--- src/rtl/pcb_pkg.sv ---
// Package: shared field layout and types for the performance counter bank.
// Assumes an 8-bit event select (256 event lines) and four privilege levels.
package pcb_pkg;
    localparam int REG_W     = 64;
    localparam int IDX_W     = 8;
    localparam int SEL_W     = 8;
    localparam int EVT_W     = 1 << SEL_W;
    localparam int PRIV_LVLS = 4;
    localparam int PRIV_W    = $clog2(PRIV_LVLS);
    localparam int FIRST_IDX = 4;
    localparam int CFG_W     = SEL_W + PRIV_LVLS;

    typedef enum logic {
        SPACE_CFG = 1'b0,
        SPACE_DAT = 1'b1
    } reg_space_e;

    typedef struct packed {
        logic [PRIV_LVLS-1:0] lvl_mask;
        logic [SEL_W-1:0]     evt_sel;
    } cnt_cfg_t;
endpackage

--- src/rtl/pcb_access_ctrl.sv ---
// Module: pcb_access_ctrl
// Decodes a register request, applies the privilege rules and produces
// per-counter write strobes and a one-hot read slot. Purely combinational.
// Assumes at most one request per cycle.
module pcb_access_ctrl
    import pcb_pkg::*;
#(
    parameter int NUM_CNT = 4
) (
    input  logic               clk,
    input  logic               rst_n,
    input  logic               req_valid,
    input  logic               req_write,
    input  reg_space_e         req_space,
    input  logic [IDX_W-1:0]   req_idx,
    input  logic [PRIV_W-1:0]  priv_lvl,
    input  logic               secure_mon,
    output logic               priv_fault,
    output logic [NUM_CNT-1:0] cfg_we,
    output logic [NUM_CNT-1:0] dat_we,
    output logic [NUM_CNT-1:0] rd_slot,
    output logic               rd_accept,
    output logic               rd_is_dat,
    output logic               rd_blank
);
    logic is_top_lvl;
    logic needs_priv;
    logic hit;
    logic wr_ok;

    // Classify the request against the privilege rules.
    always_comb begin
        is_top_lvl = (priv_lvl == '0);
        needs_priv = req_write || (req_space == SPACE_CFG);
        priv_fault = req_valid && needs_priv && !is_top_lvl;
        wr_ok      = req_valid && req_write && is_top_lvl;
        rd_accept  = req_valid && !req_write && !priv_fault;
        rd_is_dat  = (req_space == SPACE_DAT);
    end

    // One decode line per implemented counter pair.
    for (genvar k = 0; k < NUM_CNT; k++) begin : g_dec
        assign rd_slot[k] = (req_idx == IDX_W'(FIRST_IDX + k));
        assign cfg_we[k]  = wr_ok && rd_slot[k] && (req_space == SPACE_CFG);
        assign dat_we[k]  = wr_ok && rd_slot[k] && (req_space == SPACE_DAT);
    end

    // Blank the response for empty slots and for masked unprivileged data reads.
    always_comb begin
        hit      = |rd_slot;
        rd_blank = !hit || (rd_is_dat && !is_top_lvl && secure_mon);
    end


    fault_needs_low_priv_chk: assert property (@(posedge clk) disable iff (!rst_n)
        priv_fault |-> (priv_lvl != '0) && req_valid);


    fault_blocks_writes_chk: assert property (@(posedge clk) disable iff (!rst_n)
        priv_fault |-> (cfg_we == '0) && (dat_we == '0) && !rd_accept);


    single_slot_chk: assert property (@(posedge clk) disable iff (!rst_n)
        $onehot0(rd_slot));
endmodule

--- src/rtl/pcb_counter.sv ---
// Module: pcb_counter
// One counter pair: configuration (event select + level mask), a CNT_W-bit
// wrapping counter and a sticky overflow flag. A data write beats an event
// in the same cycle. Assumes CNT_W <= 64.
module pcb_counter
    import pcb_pkg::*;
#(
    parameter int CNT_W = 32
) (
    input  logic              clk,
    input  logic              rst_n,
    input  logic              cfg_we,
    input  logic              dat_we,
    input  logic [CFG_W-1:0]  cfg_wval,
    input  logic [CNT_W-1:0]  dat_wval,
    input  logic [EVT_W-1:0]  event_bus,
    input  logic [PRIV_W-1:0] priv_lvl,
    output cnt_cfg_t          cfg_q,
    output logic [CNT_W-1:0]  count_q,
    output logic              ovf_q
);
    logic evt_line;
    logic inc;
    logic wrap;

    // Event qualification by select and privilege mask.
    always_comb begin
        evt_line = event_bus[cfg_q.evt_sel];
        inc      = evt_line && cfg_q.lvl_mask[priv_lvl];
        wrap     = inc && (&count_q);
    end

    // Configuration register.
    always_ff @(posedge clk) begin
        if (!rst_n) begin
            cfg_q <= '0;
        end else if (cfg_we) begin
            cfg_q <= cnt_cfg_t'(cfg_wval);
        end
    end

    // Counter: a write wins, otherwise count qualified events.
    always_ff @(posedge clk) begin
        if (!rst_n) begin
            count_q <= '0;
        end else if (dat_we) begin
            count_q <= dat_wval;
        end else if (inc) begin
            count_q <= count_q + 1'b1;
        end
    end

    // Sticky overflow flag: set on wrap, cleared by a data write.
    always_ff @(posedge clk) begin
        if (!rst_n) begin
            ovf_q <= 1'b0;
        end else if (dat_we) begin
            ovf_q <= 1'b0;
        end else if (wrap) begin
            ovf_q <= 1'b1;
        end
    end


    write_wins_chk: assert property (@(posedge clk) disable iff (!rst_n)
        dat_we |=> count_q == $past(dat_wval));


    step_at_most_one_chk: assert property (@(posedge clk) disable iff (!rst_n)
        !dat_we |=> (count_q == $past(count_q)) || (count_q == $past(count_q) + 1'b1));


    ovf_on_wrap_chk: assert property (@(posedge clk) disable iff (!rst_n)
        $rose(ovf_q) |-> ($past(count_q) == '1) && (count_q == '0));


    ovf_clear_chk: assert property (@(posedge clk) disable iff (!rst_n)
        dat_we |=> !ovf_q);


    ovf_sticky_chk: assert property (@(posedge clk) disable iff (!rst_n)
        (ovf_q && !dat_we) |=> ovf_q);
endmodule

--- src/rtl/pcb_read_mux.sv ---
// Module: pcb_read_mux
// Selects the addressed configuration or count and registers the response,
// giving a one-cycle read latency. Non-responses drive zero data.
module pcb_read_mux
    import pcb_pkg::*;
#(
    parameter int NUM_CNT = 4,
    parameter int CNT_W   = 32
) (
    input  logic                            clk,
    input  logic                            rst_n,
    input  logic                            rd_accept,
    input  logic                            rd_is_dat,
    input  logic                            rd_blank,
    input  logic [NUM_CNT-1:0]              rd_slot,
    input  cnt_cfg_t [NUM_CNT-1:0]          cfg_all,
    input  logic [NUM_CNT-1:0][CNT_W-1:0]   cnt_all,
    output logic                            rd_valid,
    output logic [REG_W-1:0]                rd_data
);
    logic [REG_W-1:0] sel_word;

    // One-hot OR mux over the implemented pairs.
    always_comb begin
        sel_word = '0;
        for (int k = 0; k < NUM_CNT; k++) begin
            if (rd_slot[k]) begin
                sel_word = sel_word | (rd_is_dat ? REG_W'(cnt_all[k])
                                                 : REG_W'(cfg_all[k]));
            end
        end
    end

    // Response register.
    always_ff @(posedge clk) begin
        if (!rst_n) begin
            rd_valid <= 1'b0;
            rd_data  <= '0;
        end else begin
            rd_valid <= rd_accept;
            rd_data  <= (rd_accept && !rd_blank) ? sel_word : '0;
        end
    end


    rd_follows_accept_chk: assert property (@(posedge clk) disable iff (!rst_n)
        rd_valid |-> $past(rd_accept));


    idle_data_zero_chk: assert property (@(posedge clk) disable iff (!rst_n)
        !rd_valid |-> rd_data == '0);
endmodule

--- src/rtl/perf_counter_bank.sv ---
// Module: perf_counter_bank (top)
// Bank of privileged performance counter pairs at indices 4..LAST_IDX.
// Assumes 7 <= LAST_IDX <= 255 and CNT_W <= 64; one request per cycle.
module perf_counter_bank
    import pcb_pkg::*;
#(
    parameter int LAST_IDX = 7,
    parameter int CNT_W    = 32
) (
    input  logic                    clk,
    input  logic                    rst_n,
    input  logic                    req_valid,
    input  logic                    req_write,
    input  logic                    req_space,
    input  logic [7:0]              req_idx,
    input  logic [63:0]             req_wdata,
    input  logic [1:0]              priv_lvl,
    input  logic                    secure_mon,
    input  logic [255:0]            event_bus,
    output logic                    priv_fault,
    output logic                    rd_valid,
    output logic [63:0]             rd_data,
    output logic [LAST_IDX-4:0]     ovf_flags
);
    localparam int NUM_CNT = LAST_IDX - FIRST_IDX + 1;

    reg_space_e                    space;
    logic [NUM_CNT-1:0]            cfg_we;
    logic [NUM_CNT-1:0]            dat_we;
    logic [NUM_CNT-1:0]            rd_slot;
    logic                          rd_accept;
    logic                          rd_is_dat;
    logic                          rd_blank;
    cnt_cfg_t [NUM_CNT-1:0]        cfg_all;
    logic [NUM_CNT-1:0][CNT_W-1:0] cnt_all;
    logic                          unused_wdata;

    assign space        = reg_space_e'(req_space);
    assign unused_wdata = ^req_wdata;

    pcb_access_ctrl #(.NUM_CNT(NUM_CNT)) u_access (
        .clk        (clk),
        .rst_n      (rst_n),
        .req_valid  (req_valid),
        .req_write  (req_write),
        .req_space  (space),
        .req_idx    (req_idx),
        .priv_lvl   (priv_lvl),
        .secure_mon (secure_mon),
        .priv_fault (priv_fault),
        .cfg_we     (cfg_we),
        .dat_we     (dat_we),
        .rd_slot    (rd_slot),
        .rd_accept  (rd_accept),
        .rd_is_dat  (rd_is_dat),
        .rd_blank   (rd_blank)
    );

    for (genvar k = 0; k < NUM_CNT; k++) begin : g_cnt
        pcb_counter #(.CNT_W(CNT_W)) u_counter (
            .clk       (clk),
            .rst_n     (rst_n),
            .cfg_we    (cfg_we[k]),
            .dat_we    (dat_we[k]),
            .cfg_wval  (req_wdata[CFG_W-1:0]),
            .dat_wval  (req_wdata[CNT_W-1:0]),
            .event_bus (event_bus),
            .priv_lvl  (priv_lvl),
            .cfg_q     (cfg_all[k]),
            .count_q   (cnt_all[k]),
            .ovf_q     (ovf_flags[k])
        );
    end

    pcb_read_mux #(.NUM_CNT(NUM_CNT), .CNT_W(CNT_W)) u_rdmux (
        .clk       (clk),
        .rst_n     (rst_n),
        .rd_accept (rd_accept),
        .rd_is_dat (rd_is_dat),
        .rd_blank  (rd_blank),
        .rd_slot   (rd_slot),
        .cfg_all   (cfg_all),
        .cnt_all   (cnt_all),
        .rd_valid  (rd_valid),
        .rd_data   (rd_data)
    );


    secure_read_zero_chk: assert property (@(posedge clk) disable iff (!rst_n)
        (req_valid && !req_write && req_space && (priv_lvl != 2'd0) && secure_mon)
        |=> rd_valid && (rd_data == '0));


    unpriv_data_read_no_fault_chk: assert property (@(posedge clk) disable iff (!rst_n)
        (req_valid && !req_write && req_space) |-> !priv_fault);


    empty_slot_zero_chk: assert property (@(posedge clk) disable iff (!rst_n)
        (req_valid && !req_write && !priv_fault &&
         ((req_idx < 8'(FIRST_IDX)) || (int'(req_idx) > LAST_IDX)))
        |=> rd_valid && (rd_data == '0));


    fault_no_response_chk: assert property (@(posedge clk) disable iff (!rst_n)
        priv_fault |=> !rd_valid);


    fault_keeps_flags_chk: assert property (@(posedge clk) disable iff (!rst_n)
        (priv_fault && ovf_flags == '0 && event_bus == '0) |=> ovf_flags == '0);
endmodule

--- config.mk ---
export PLATFORM = sky130hd
export DESIGN_NAME = perf_counter_bank
export DESIGN_NICKNAME = d
export VERILOG_FILES = /design/src/rtl/pcb_pkg.sv /design/src/rtl/pcb_access_ctrl.sv /design/src/rtl/pcb_counter.sv /design/src/rtl/pcb_read_mux.sv /design/src/rtl/perf_counter_bank.sv
export SDC_FILE = /design/constraint.sdc
export NUM_CORES = 1
export LEC_CHECK = 0
export BUFFER_PORTS_ARGS = -buffer_cell sky130_fd_sc_hd__clkbuf_2
export CORE_ASPECT_RATIO = 2
export CORE_MARGIN = 2
export CORE_UTILIZATION = 53
export DETAILED_ROUTE_END_ITERATION = 12
export PLACE_DENSITY = 0.79
export SLEW_MARGIN = 30
export SYNTH_ARGS = -nofsm -noshare
export SYNTH_HDL_FRONTEND = slang
export SYNTH_HIERARCHICAL = 1
export SYNTH_SLANG_ARGS = --single-unit
--- constraint.sdc ---
create_clock -name clk -period 3 [get_ports clk]
set_input_delay 0.15 -clock clk [delete_from_list [all_inputs] [get_ports clk]]
set_output_delay 0.15 -clock clk [all_outputs]
set_load 0.005 [all_outputs]
==> results by stage, run 1 <==
Synthesis:
- The count of flip-flops with a built-in enable after synthesis is 0.
- Ranked by total cell area, the synthesized netlist is headed by dfxtp_1 (18%), mux4_2 (17%), mux2i_1 (8.6%), nand3_1 (3.6%), mux2_2 (2.9%).
- The sequential cell area fraction in the yosys report is a little under a fifth.
- By count the netlist is led by dfxtp_1 (213), mux2i_1 (198), mux4_2 (174).
- In the synthesized netlist the async set-or-reset flop fraction comes to 0%.
- The post-synthesis instance total is ~2500.
- Summing every instance area after synthesis gives 23100 µm².
- The cell taking the most area after synthesis is dfxtp_1.
- The most frequent cell after synthesis is dfxtp_1.
- Synthesis inferred 213 register bits.
- After synthesis, the largest area contributor takes up 18.4% of total cell area.
- Dividing the synthesized area by the synthesized cell count gives about 9.4 µm².
- The count of unique library cells instantiated by Yosys is 91.
- The synthesis warning total is 6.
- The most used flip-flop cell after synthesis is dfxtp_1.

Outcome:
- The tool reported: "[ERROR GRT-0116] Global routing finished with congestion. Check the congestion regions in the DRC Viewer".
- The run stopped with a tool error.
- The stage where the run came to a stop is global routing.

Clocking:
- The number of buffers on the longest clock path is 3.
- Counting every sink on the clock net gives between 200 and 250.
- The cell at the root of the clock tree is clkbuf_16.
- The TritonCTS buffer count is 20.
- In this run the number of H-tree levels came out at 1.

Placed design:
- The number of buffers inserted by port buffering is around 340.
- The cell area after placement is 27000 µm².
- In this run, placement finished with an instance count of 3439.
- The routability congestion estimate is between 1 and 1.5.
- The HPWL after detailed placement is 92.1 mm.

GRT:
- The number of global-route vias before repair came to 28700.
- After global routing the overflow that remains totals 17.
- The largest net degree at the start of global routing is 123.
- The first global-routing pass estimated slightly below 200 mm of wire.
- Global routing used roughly 60% of the available tracks across all layers.

Die:
- The initial cell density of the core is 53.5%.
- 406 I/O pins were placed.
- The floorplan step set the die height to about 300 µm.
- The floorplan has 108 rows.
- From left edge to right edge, the die measures between 150 and 200 µm.
kinds of logic after synthesis:
| logic type | Yosys count | share of synthesized area (%) |
|---|---|---|
| and+or+nand+nor | 873 | 22.1 |
| xor gates and xnor gates | 2 | 0.0758 |
| AOI/OAI and AO/OA | 573 | 18.8 |
| DFF | 213 | 18.4 |
| adders and majority gates | 4 | 0.217 |
| muxes | 474 | 31.9 |
| other | 1 | 0.0162 |
| buffers and inverters | 329 | 8.44 |
what timing repair did:
action | in CTS
endpoints found under the setup margin | 132
pin swaps | 87
buffers inserted | 64
resized for setup | 175
hold buffers | 0
cloned | 8
per-stage QoR:
| stage | setup TNS, ps | hold slack, ps | utilization, % | setup WS (ps) |
|---|---|---|---|---|
| 4_1_cts | -2020 | 33.6 | 67.5 | -122 |
| 3_5_place_dp | -29950 | 446 | 62.4 | -436 |
| 3_3_place_gp | -23950 | 439 | 62.4 | -380 |
| 2_1_floorplan | 0 | 291 | - | 86.8 |
per-layer routing:
metal	GRT overflow	GRT usage (%)
met5	0	2.22
met4	9	65.7
met3	0	30.5
met1	0	56.3
met2	8	83.8
==> run 2: changes to the inputs <==
CORE_ASPECT_RATIO = default   (was 2)
CORE_UTILIZATION = 40   (was 53)
PLACE_DENSITY = default   (was 0.79)
PLACE_DENSITY_LB_ADDON = 0.15   (was default)
clock period = 3.9 ns   (was 3 ns; I/O delays follow)
==> run 2 against run 1 <==
Effect of this change: the run now ends clean; synthesized cell count unchanged; synthesized area unchanged.
==> results by stage, run 2 <==
Outcome:
- The flow ran to the end, and the final reports show no timing, DRC or antenna violations.

Worst setup path:
- Data on the critical path is required at its endpoint by 4350 ps.
- Of all nets on the critical path, the largest fanout is 26.
- The kind of capture point of the worst setup path is a flop.
- The arrival time of the worst setup path is 4310 ps.
- By startpoint and endpoint, the worst setup path is classified as reg2reg.
- The worst setup path is launched from a flop.

Detailed routing:
- The first-pass iteration count of the detailed router is 6.
- The number of design rule violations left after detail routing is 0.
- The post-detailed-route count of antenna-violating nets is 0.
- Using the TritonRoute via totals, the vias-per-cell ratio works out to 6.85.
- After detailed routing, the average wire length per cell comes to 28.0 µm.
- The via count of the routed design is 24100.
- The routed wire length is 98.7 mm.
- The first routing iteration left approximately 2700 violations.

Cells and area:
- In the final layout, the registers with the most flip-flops are g_cnt.u_counter/count_q x128, g_cnt.u_counter/cfg_q x48, u_rdmux/rd_data x32.
- The finished cells cover 26400 µm².
- The register with the most flip-flops in the layout has 128 of them.
- The fill cell total of the finished layout is 5509.
- More flip-flops sit in one register than any other, and that register is g_cnt.u_counter/count_q.
- The post-synthesis to final-layout area growth is 14.2%.
- The top cell types in the final layout, fill and taps aside, are clkbuf_2 (340), dfxtp_1 (204), mux2i_1 (198).
- The library cell used most frequently in the layout, excluding fill and tap cells, is clkbuf_2.
- The final layout contains 3077 nets.
- In the final layout, the share of cells above drive strength 1 is 30.2%.

GRT:
- The wire length of the first global-routing pass is between 100 and 150 mm.
- The total routing usage reported by global routing is 31.7%.
- The largest net degree at the start of global routing is around 130.
- Summed over all layers, the global routing overflow is 0.
- The initial antenna violation count came to 3.
- The number of global-route vias before repair was ~23000.

Placed design:
- The number of buffers inserted by port buffering is 341 (unchanged).
- The routability congestion estimate is 0.965 (-11%).
- The HPWL after detailed placement was 75.2 mm (-18%).
- The cell area after placement is 25600 µm² (-5.2%).

Clocking:
- The number of buffers on the longest clock path is 3 (unchanged).
- The maximum level of the CTS H-tree is 1 (unchanged).
- The clock reaches the later pin of the worst-skew pair after 530 ps.
- The CTS tree is built.
- The TritonCTS buffer count is 25 (+25%).
- The cell at the root of the clock tree is clkbuf_16.
- The clock sink count is 213 (unchanged).
- The hold-fix buffer count after cts is 0 (unchanged).
- The post-CTS clock slew at the launch and capture registers of the worst setup and hold paths is 60 ps.
- The post-CTS setup buffer count is 0 (-100%).
- The post-cts repair resize count is 0 (-100%).

Synthesis:
- The sequential cell area fraction in the yosys report came to 18.4% (unchanged).
- In the post-synthesis netlist, the biggest area contributors are dfxtp_1 (18%), mux4_2 (17%), mux2i_1 (8.6%), nand3_1 (3.6%), mux2_2 (2.9%).
- The area share of the largest cell type after synthesis is 18.4% (unchanged).
- The most used flip-flop cell after synthesis is dfxtp_1.
- The synthesis warning total came to 6 (unchanged).
- The share of async-settable or async-resettable flops after synthesis was 0% (unchanged).
- The total standard cell area after synthesis is 23100 µm² (unchanged).
- The mean post-synth cell area is 9.36 µm² (unchanged).
- The count of flip-flops with a built-in enable after synthesis came to 0 (unchanged).
- The post-synthesis instance total came to 2469 (unchanged).
- The count of unique library cells instantiated by Yosys was 91 (unchanged).
- By count the netlist is led by dfxtp_1 (213), mux2i_1 (198), mux4_2 (174).
- The most common cell in the synthesized netlist is dfxtp_1.
- The biggest area contributor in the post-synthesis netlist is dfxtp_1.
- The register bit total from synthesis came to 213 (unchanged).

Timing:
- The final hold violation count is 0.
- Setup violations remaining at the end of the flow were counted as 0.
- In this run the tightest slew margin relative to its limit is 37.1%.
- The maximum achievable frequency is 259 MHz.
- The actual transition at the worst max-transition pin is 942 ps.
- Setup repair after global routing left no endpoint under its margin.
- The sum of negative setup slack is 0 ps.
- The final setup skew is 10.9 ps.
- Dividing the final minimum period by the clock period gives 99.1%.
- Subtracting the final worst setup slack from the clock period gives 3860 ps.
- The count of final max-slew check failures is 0.

Run:
- The max-cap check violation count is 0.

Min path:
- The path class of the tightest hold or removal check is in2reg.

Die:
- The count of boundary I/O pins was 406 (unchanged).
- The die covers 59700 µm².
- The die outline width is 244 µm (+61%).
- The core region area is 57400 µm².
- The die boundary height was 244 µm (-18%).
- The count of standard-cell rows came to 88 (-19%).
- The initial cell density of the core is 40.3% (-13 points).

Power and ir drop:
- The leakage power is 8.94 nW.
- Power spread over the standard cell area amounts to 204 nW/µm².
- IR analysis of the VDD net gives a maximum drop of 293 µV.
-- run 2: cell counts after synthesis --
No cell type changed its count.
-- run 2: worst paths after layout --
path | from | endpoint | slack, ps | cells after the start
max | g_cnt[2].u_counter/cfg_q[0]$_SDFFE_PN0P_ | g_cnt[2].u_counter/count_q[6]$_SDFFE_PN0P_ | 40 | 11
min | req_wdata[17] | g_cnt[1].u_counter/count_q[17]$_SDFFE_PN0P_ | 80 | 3
max reg2reg | g_cnt[2].u_counter/cfg_q[0]$_SDFFE_PN0P_ | g_cnt[2].u_counter/count_q[6]$_SDFFE_PN0P_ | 40 | 11
min reg2reg | g_cnt[0].u_counter/ovf_q$_SDFFE_PP0P_ | g_cnt[0].u_counter/ovf_q$_SDFFE_PP0P_ | 480 | 2
-- run 2: area by class of cell --
cell class	instances	area [µm²]	area share [%]
clock buffer	34	669	2.54
clock inverter	10	123	0.465
inverter	55	206	0.782
multi-input combinational	1958	17100	64.9
tap	765	957	3.63
timing repair buffer	484	3010	11.4
sequential	213	4300	16.3
antenna	1	2.50	0.00948
-- run 2: where the power goes --
part	internal (mW)	leakage, nW	switching [mW]
Combinational	0.362	6.83	0.479
Sequential	2.18	1.72	0.00890
Clock	1.39	0.388	0.979
Total	3.93	8.94	1.47
-- run 2: stage by stage --
| stage | hold WS (ps) | total power [mW] | util [%] | cells | setup WS [ps] |
|---|---|---|---|---|---|
| 2_1_floorplan | 336 | 2.64 | - | 2500 | 987 |
| 3_3_place_gp | 474 | 3.03 | 44.6 | 3475 | 153 |
| 3_5_place_dp | 467 | 3.05 | 44.6 | 3475 | 207 |
| 4_1_cts | 49.7 | 5.41 | 46.0 | 3519 | 174 |
| 5_1_grt | 77.4 | 5.56 | 46.0 | 3520 | 25.8 |
| 6_report | 80.1 | 5.39 | 46.0 | 3520 | 35.6 |
-- run 2: cell families (layout without fill, tap and decap cells) --
kind of cell | count (synthesis) | after routing | synth area share (%)
other | 1 | 33 | 0.0162
XOR/XNOR | 2 | 2 | 0.0758
AND/OR/NAND/NOR | 873 | 873 | 22.1
buffers and inverters | 329 | 583 | 8.44
AO/OA/AOI/OAI | 573 | 573 | 18.8
multiplexers | 474 | 474 | 31.9
adder cells (fa/ha/maj) | 4 | 4 | 0.217
flip-flops | 213 | 213 | 18.4
-- run 2: layer usage --
layer	up-vias	part of all wire (%)	global-route usage, %
met1	12000	42	44.9
li1	10500	-	-
met2	1416	44	49.1
met3	195	10	6.67
met5	-	0.013	0
met4	2	2.8	7.96
-- run 2: worst max-delay path, stage by stage, from the launching register on --
cell	delay (ps)
dfxtp_4	660
buf_12	210
buf_4	150
mux4_1	590
nand4_1	140
nand4_1	170
a2111oi_1	730
buf_4	260
a211o_1	190
buf_4	290
nor3_1	110
o31ai_1	230
Note: power is estimated with default switching activity, not from simulation.
